--- config.mk ---
export PLATFORM = sky130hd
export DESIGN_NAME = txser_bank
export DESIGN_NICKNAME = d
export VERILOG_FILES = /design/src/rtl/txser_pkg.sv /design/src/rtl/txser_fifo.sv /design/src/rtl/txser_shift.sv /design/src/rtl/txser_ctrl.sv /design/src/rtl/txser_bank.sv
export SDC_FILE = /design/constraint.sdc
export NUM_CORES = 1
export LEC_CHECK = 0
export ABC_AREA = 0
export BUFFER_PORTS_ARGS = -buffer_cell sky130_fd_sc_hd__buf_2
export CORE_ASPECT_RATIO = 0.5
export CORE_MARGIN = 3
export CORE_UTILIZATION = 50
export DETAILED_ROUTE_END_ITERATION = 8
export PLACE_DENSITY = 0.65
export SLEW_MARGIN = 20
export SYNTH_ARGS = -nofsm -noshare
export SYNTH_HDL_FRONTEND = slang
export SYNTH_SLANG_ARGS = --single-unit
--- constraint.sdc ---
create_clock -name clk -period 3.2 [get_ports clk]
set_input_delay 0.16 -clock clk [delete_from_list [all_inputs] [get_ports clk]]
set_output_delay 0.16 -clock clk [all_outputs]
set_load 0.005 [all_outputs]
--- src/rtl/txser_pkg.sv ---
package txser_pkg;
    typedef enum logic [1:0] {
        SEL_CH0  = 2'd0,
        SEL_CH1  = 2'd1,
        SEL_CH2  = 2'd2,
        SEL_NONE = 2'd3
    } chsel_e;

    localparam int DEF_NUM_CH   = 3;
    localparam int DEF_DEPTH    = 4;
    localparam int DEF_BYTE_W   = 8;
    localparam int DEF_LEN_W    = 16;
    localparam int DEF_REINIT_C = 4;
endpackage

--- src/rtl/txser_fifo.sv ---
module txser_fifo #(
    parameter int DEPTH = 4,
    parameter int W     = 8,
    localparam int PTR_W = $clog2(DEPTH),
    localparam int CNT_W = $clog2(DEPTH + 1)
) (
    input  logic             clk,
    input  logic             rst_n,
    input  logic             clr,
    input  logic             push,
    input  logic [W-1:0]     push_data,
    input  logic             pop,
    output logic [W-1:0]     rd_data,
    output logic [CNT_W-1:0] level,
    output logic             empty,
    output logic             overrun
);
    typedef struct packed {
        logic [DEPTH-1:0][W-1:0] mem;
        logic [PTR_W-1:0]        rd;
        logic [PTR_W-1:0]        wr;
        logic [CNT_W-1:0]        cnt;
        logic                    ovr;
    } fifo_st_t;

    fifo_st_t st_d, st_q;
    logic     accept;

    function automatic logic [PTR_W-1:0] ptr_next(input logic [PTR_W-1:0] p);
        return (p == PTR_W'(DEPTH - 1)) ? '0 : p + 1'b1;
    endfunction

    always_comb begin
        st_d   = st_q;
        accept = push && ((st_q.cnt != CNT_W'(DEPTH)) || pop);
        if (pop) begin
            st_d.rd = ptr_next(st_q.rd);
        end
        if (accept) begin
            st_d.mem[st_q.wr] = push_data;
            st_d.wr           = ptr_next(st_q.wr);
        end
        if (push && !accept) begin
            st_d.ovr = 1'b1;
        end
        st_d.cnt = st_q.cnt + CNT_W'(accept) - CNT_W'(pop);
        if (clr) begin
            st_d = '0;
        end
    end

    always_ff @(posedge clk or negedge rst_n) begin
        if (!rst_n) begin
            st_q <= '0;
        end else begin
            st_q <= st_d;
        end
    end

    assign rd_data = st_q.mem[st_q.rd];
    assign level   = st_q.cnt;
    assign empty   = (st_q.cnt == '0);
    assign overrun = st_q.ovr;
endmodule

--- src/rtl/txser_shift.sv ---
module txser_shift #(
    parameter int W     = 8,
    parameter int LEN_W = 16,
    localparam int CW   = $clog2(W + 1)
) (
    input  logic             clk,
    input  logic             rst_n,
    input  logic             clr,
    input  logic             go,
    input  logic [LEN_W-1:0] frame_len,
    input  logic             bit_tick,
    input  logic             fifo_empty,
    input  logic [W-1:0]     fifo_data,
    output logic             pop,
    output logic             line,
    output logic             active,
    output logic             underrun
);
    typedef struct packed {
        logic             active;
        logic [LEN_W-1:0] left;
        logic [W-1:0]     sh;
        logic [CW-1:0]    sh_cnt;
        logic             line;
        logic             unr;
    } shift_st_t;

    shift_st_t st_d, st_q;

    always_comb begin
        st_d = st_q;
        pop  = 1'b0;
        if (go && !st_q.active && !fifo_empty && (frame_len != '0)) begin
            st_d.active = 1'b1;
            st_d.left   = frame_len;
            st_d.sh_cnt = '0;
        end else if (st_q.active && bit_tick) begin
            if (st_q.sh_cnt == '0) begin
                if (fifo_empty) begin
                    st_d.unr = 1'b1;
                end else begin
                    pop         = 1'b1;
                    st_d.line   = fifo_data[W-1];
                    st_d.sh     = {fifo_data[W-2:0], 1'b0};
                    st_d.sh_cnt = CW'(W - 1);
                    st_d.left   = st_q.left - 1'b1;
                    if (st_q.left == LEN_W'(1)) begin
                        st_d.active = 1'b0;
                    end
                end
            end else begin
                st_d.line   = st_q.sh[W-1];
                st_d.sh     = {st_q.sh[W-2:0], 1'b0};
                st_d.sh_cnt = st_q.sh_cnt - 1'b1;
                st_d.left   = st_q.left - 1'b1;
                if (st_q.left == LEN_W'(1)) begin
                    st_d.active = 1'b0;
                end
            end
        end
        if (clr) begin
            st_d = '0;
            pop  = 1'b0;
        end
    end

    always_ff @(posedge clk or negedge rst_n) begin
        if (!rst_n) begin
            st_q <= '0;
        end else begin
            st_q <= st_d;
        end
    end

    assign line     = st_q.line;
    assign active   = st_q.active;
    assign underrun = st_q.unr;
endmodule

--- src/rtl/txser_ctrl.sv ---
module txser_ctrl #(
    parameter int NUM_CH   = 3,
    parameter int SEL_W    = 2,
    parameter int REINIT_C = 4,
    localparam int RC_W    = $clog2(REINIT_C + 1)
) (
    input  logic              clk,
    input  logic              rst_n,
    input  logic              wr_en,
    input  logic [SEL_W-1:0]  ch_sel,
    input  logic              go_one,
    input  logic              go_all,
    input  logic              reinit,
    output logic [NUM_CH-1:0] wr_vec,
    output logic [NUM_CH-1:0] go_vec,
    output logic              clr,
    output logic              reinit_busy
);
    typedef struct packed {
        logic [RC_W-1:0] cnt;
    } ctrl_st_t;

    ctrl_st_t st_d, st_q;
    logic     hold;

    always_comb begin
        st_d = st_q;
        hold = (st_q.cnt != '0);
        clr  = reinit;
        if (reinit) begin
            st_d.cnt = RC_W'(REINIT_C);
        end else if (hold) begin
            st_d.cnt = st_q.cnt - 1'b1;
        end
        for (int i = 0; i < NUM_CH; i++) begin
            wr_vec[i] = wr_en && (ch_sel == SEL_W'(i)) && !hold && !reinit;
            go_vec[i] = (go_all || (go_one && (ch_sel == SEL_W'(i)))) && !hold && !reinit;
        end
    end

    always_ff @(posedge clk or negedge rst_n) begin
        if (!rst_n) begin
            st_q <= '0;
        end else begin
            st_q <= st_d;
        end
    end

    assign reinit_busy = (st_q.cnt != '0);
endmodule

--- src/rtl/txser_bank.sv ---
module txser_bank
    import txser_pkg::*;
#(
    parameter int NUM_CH   = DEF_NUM_CH,
    parameter int DEPTH    = DEF_DEPTH,
    parameter int BYTE_W   = DEF_BYTE_W,
    parameter int LEN_W    = DEF_LEN_W,
    parameter int REINIT_C = DEF_REINIT_C,
    localparam int SEL_W   = $clog2(NUM_CH + 1),
    localparam int LVL_W   = $clog2(DEPTH + 1)
) (
    input  logic                    clk,
    input  logic                    rst_n,
    input  logic                    wr_en,
    input  logic [BYTE_W-1:0]       wr_data,
    input  logic [SEL_W-1:0]        ch_sel,
    input  logic                    swap_bits,
    input  logic                    go_one,
    input  logic                    go_all,
    input  logic [LEN_W-1:0]        frame_len,
    input  logic                    reinit,
    input  logic                    bit_tick,
    output logic [NUM_CH-1:0]       tx_line,
    output logic [NUM_CH*LVL_W-1:0] fifo_lvl,
    output logic [NUM_CH-1:0]       overrun,
    output logic [NUM_CH-1:0]       underrun,
    output logic [NUM_CH-1:0]       busy
);
    logic [NUM_CH-1:0] wr_vec;
    logic [NUM_CH-1:0] go_vec;
    logic              clr;
    logic              reinit_busy;
    logic [BYTE_W-1:0] data_rev;
    logic [BYTE_W-1:0] load_byte;

    for (genvar b = 0; b < BYTE_W; b++) begin : g_rev
        assign data_rev[b] = wr_data[BYTE_W-1-b];
    end
    assign load_byte = swap_bits ? data_rev : wr_data;

    txser_ctrl #(
        .NUM_CH   (NUM_CH),
        .SEL_W    (SEL_W),
        .REINIT_C (REINIT_C)
    ) u_ctrl (
        .clk         (clk),
        .rst_n       (rst_n),
        .wr_en       (wr_en),
        .ch_sel      (ch_sel),
        .go_one      (go_one),
        .go_all      (go_all),
        .reinit      (reinit),
        .wr_vec      (wr_vec),
        .go_vec      (go_vec),
        .clr         (clr),
        .reinit_busy (reinit_busy)
    );

    for (genvar c = 0; c < NUM_CH; c++) begin : g_ch
        logic [BYTE_W-1:0] head;
        logic              empty;
        logic              pop;
        logic              active;

        txser_fifo #(
            .DEPTH (DEPTH),
            .W     (BYTE_W)
        ) u_fifo (
            .clk       (clk),
            .rst_n     (rst_n),
            .clr       (clr),
            .push      (wr_vec[c]),
            .push_data (load_byte),
            .pop       (pop),
            .rd_data   (head),
            .level     (fifo_lvl[c*LVL_W +: LVL_W]),
            .empty     (empty),
            .overrun   (overrun[c])
        );

        txser_shift #(
            .W     (BYTE_W),
            .LEN_W (LEN_W)
        ) u_shift (
            .clk        (clk),
            .rst_n      (rst_n),
            .clr        (clr),
            .go         (go_vec[c]),
            .frame_len  (frame_len),
            .bit_tick   (bit_tick),
            .fifo_empty (empty),
            .fifo_data  (head),
            .pop        (pop),
            .line       (tx_line[c]),
            .active     (active),
            .underrun   (underrun[c])
        );

        assign busy[c] = active | reinit_busy;
    end
endmodule

==> results.toml <==
[status]
status = "completed"

[setup_path]
end_kind = "register"
start_kind = "register"
cp-endpoint = "g_ch[2].u_fifo.level[1]"
r2r_cells = 10
rr_startpoint = "g_ch[2].u_shift.st_q[2]"
cp_data_required_time_ns = 3.58
crit_path_start = "g_ch[2].u_shift.st_q[2]"
cp_max_fo = 14
criticalPathCategory = "reg -> reg"
cp_data_arrival_time_ns = 3.27
r2r-end = "g_ch[2].u_fifo.level[1]"
regToRegSetupSlack_ns = 0.31

[finish]
layout.nets = 1217
fin_area_mm2 = 0.0125
final_cell_mix = "dfrtp_1, nor2_1, nand2_1"
drive_gt1_share_pct = 14.6
areaGrowthSynthToFinish_pct = 11.8
layout_commonest_cell = "dfrtp_1"
antenna_cells = 0

[pwr]
powerDensity_mw_per_mm2 = 456
max-vdd-ir-drop_uv = 318
p_leak_nw = 5.54

[detailed_routing]
firstDrtPassIters = 7
wl_um = 27200
viasPerCell = 5.85
highest_layer = "met4"
route.vias.total = 8543
drt-met1-wl_um = 13400
ant_nets = 0
wl_met2_um = 12100
detail_route.wl_per_cell_um = 18.6
drc_errors = 0
drtIter0Drc = 708
wl_met3_um = 1310

[placed_design]
io_buffers = 54
hpwl_um = 18000
gp_congestion = 0.829
dpl-instance-area_mm2 = 0.0116

[timing]
maxSlewViolCount = 0
setup_violations = 0
relSlewSlack_pct = 26.4
period_share_pct = 90.3
fin_crit_ns = 2.89
finalHoldViolCount = 0
fin_worst_skew_ns = 0.00927
max_slew.worst_pin.slew_ns = 1.10
fin_setup_tns_ns = 0
rsz0062_at_grt = "no"
timing.fmax_mhz = 346

[synthesis]
syn_inst = 1119
avgSynthCellArea_um2 = 10.0
syn_area_mm2 = 0.0112
async_flop_share_pct = 100
synth_edf_count = 0
synthesis.nets = 1189
synth.distinct_cells = 65
ys_seq_area_share_pct = 47.5
synth_seq_cells = 213
yosys_warnings = 0
ys.flop_type = "dfrtp_1"

[floorplan]
rows = 38
core_area_mm2 = 0.0218
die_h_um = 112
dieArea_mm2 = 0.0244
pin_count = 55
start_util_pct = 51.4
dieWidth_um = 218

[global_route]
grt_pass1_vias = 8327
grt_antenna_before_repair = 0
gr-total-overflow = 0
grt_first_pass_wirelength_um = 45200
grt_max_degree = 99
grtUsageTotal_pct = 22.8

[flow_run]
maxCapViolations = 0

[clocking]
clkTransAtPathRegs_ns = 0.06
root_buffer = "clkbuf_16"
worst_skew_pair.late_latency_ns = 0.51
cts_buffer_depth = 3
cts_resized = 0
cts_tree = "yes"
cts_sinks = 213
cts_made_buffers = 21
cts_hold_buf = 19
cts-htree-levels = 1
postCtsSetupRepairBufs = 0

[hold_path]
hold_path_class = "in -> reg"
==> cells in the mapped netlist, drive strengths merged, types with 4 or more instances <==
cell type	number	area [um^2]
o41ai	4	35.0
nand3	86	430
o21ai	71	355
buf	34	221
xor2	12	105
nor3	30	155
dfrtp	213	5330
a31o	5	43.8
a21oi	24	120
or2	4	25.0
or4	6	52.6
nor2	119	447
nor2b	10	62.6
nand2	101	387
mux4	24	541
o211ai	6	45.0
ha	33	413
nand4	11	68.8
a211oi	34	260
or3b	4	35.0
a31oi	9	56.3
o31ai	9	67.6
nor3b	6	50.1
and2	6	37.5
clkbuf	59	241
a311oi	24	210
xnor2	31	272
mux2i	37	370
or3	8	50.1
nor4	20	155
inv	40	150
==> kinds of logic (layout without fill, tap and decap cells) <==
family | after synthesis | in the layout | synth area share (%)
xor+xnor | 43 | 43 | 3.36
fa+ha+maj | 36 | 36 | 4.22
flops | 213 | 213 | 47.5
mux | 61 | 61 | 8.12
compound gates | 209 | 209 | 12.8
simple gates | 424 | 424 | 18.5
buf+inv | 133 | 175 | 5.47
==> worst min-delay path by stage <==
stage	endpoint	startpoint	cells past startpoint
after floorplan	g_ch[0].u_fifo.level[0]	rst_n	0
after global placement	g_ch[0].u_shift.st_q[26]	rst_n	1
after detailed placement	g_ch[0].u_shift.st_q[26]	rst_n	1
after CTS	g_ch[1].u_shift.underrun	reinit	2
after global routing	g_ch[1].u_shift.underrun	reinit	2
final	g_ch[1].u_shift.underrun	reinit	2
==> state kept, by name, summed over array words and instances (netlist names) <==
register and flops:
g_ch.u_fifo.level 9, g_ch.u_fifo.overrun 3, g_ch.u_fifo.st_q 108, g_ch.u_shift.active 3, g_ch.u_shift.line 3, g_ch.u_shift.st_q 81, g_ch.u_shift.underrun 3, u_ctrl.st_q 3
==> area by class of cell <==
cell class	count	area, um^2
Timing Repair Buffer	98	672
Inverter	40	150
Multi-Input combinational cell	773	5300
Fill cell	1875	9280
Clock buffer	33	661
Clock inverter	4	48.8
Tap cell	300	375
Sequential cell	213	5330
==> power breakdown <==
group | switching [W] | internal, W
Combinational | 0.000272 | 0.000146
Clock | 0.00106 | 0.00150
Sequential | 0.0000235 | 0.00272
==> worst max-delay path, cell delays in order, from the launching register on <==
cell and delay [ns]:
dfrtp_1 0.40, inv_1 0.11, ha_1 0.17, or3b_1 0.58, nor3_1 0.33, and3_1 0.20, ha_1 0.22, inv_1 0.06
ha_1 0.15, fa_1 0.41, nor2b_1 0.13
==> metrics by stage <==
stage	power, W	hold WS [ns]	util, %	setup slack, ns	instances
global placement	0.00319	0.320	53.3	0.494	1405
CTS	0.00578	0.0136	57.4	0.321	1461
finish	0.00572	0.0293	57.5	0.312	1461
detailed placement	0.00319	0.317	53.3	0.358	1405
global route	0.00594	0.0328	57.5	0.145	1461
floorplan	0.00301	-0.136	-	0.311	1119
==> layer usage <==
metal | track usage, % | vias up
li1 | - | 4052
met1 | 35.3 | 4234
met2 | 34.7 | 226
met3 | 3.38 | 31
met4 | 3.73 | 0
met5 | 0 | -
Power figures use the tool's default switching activity.
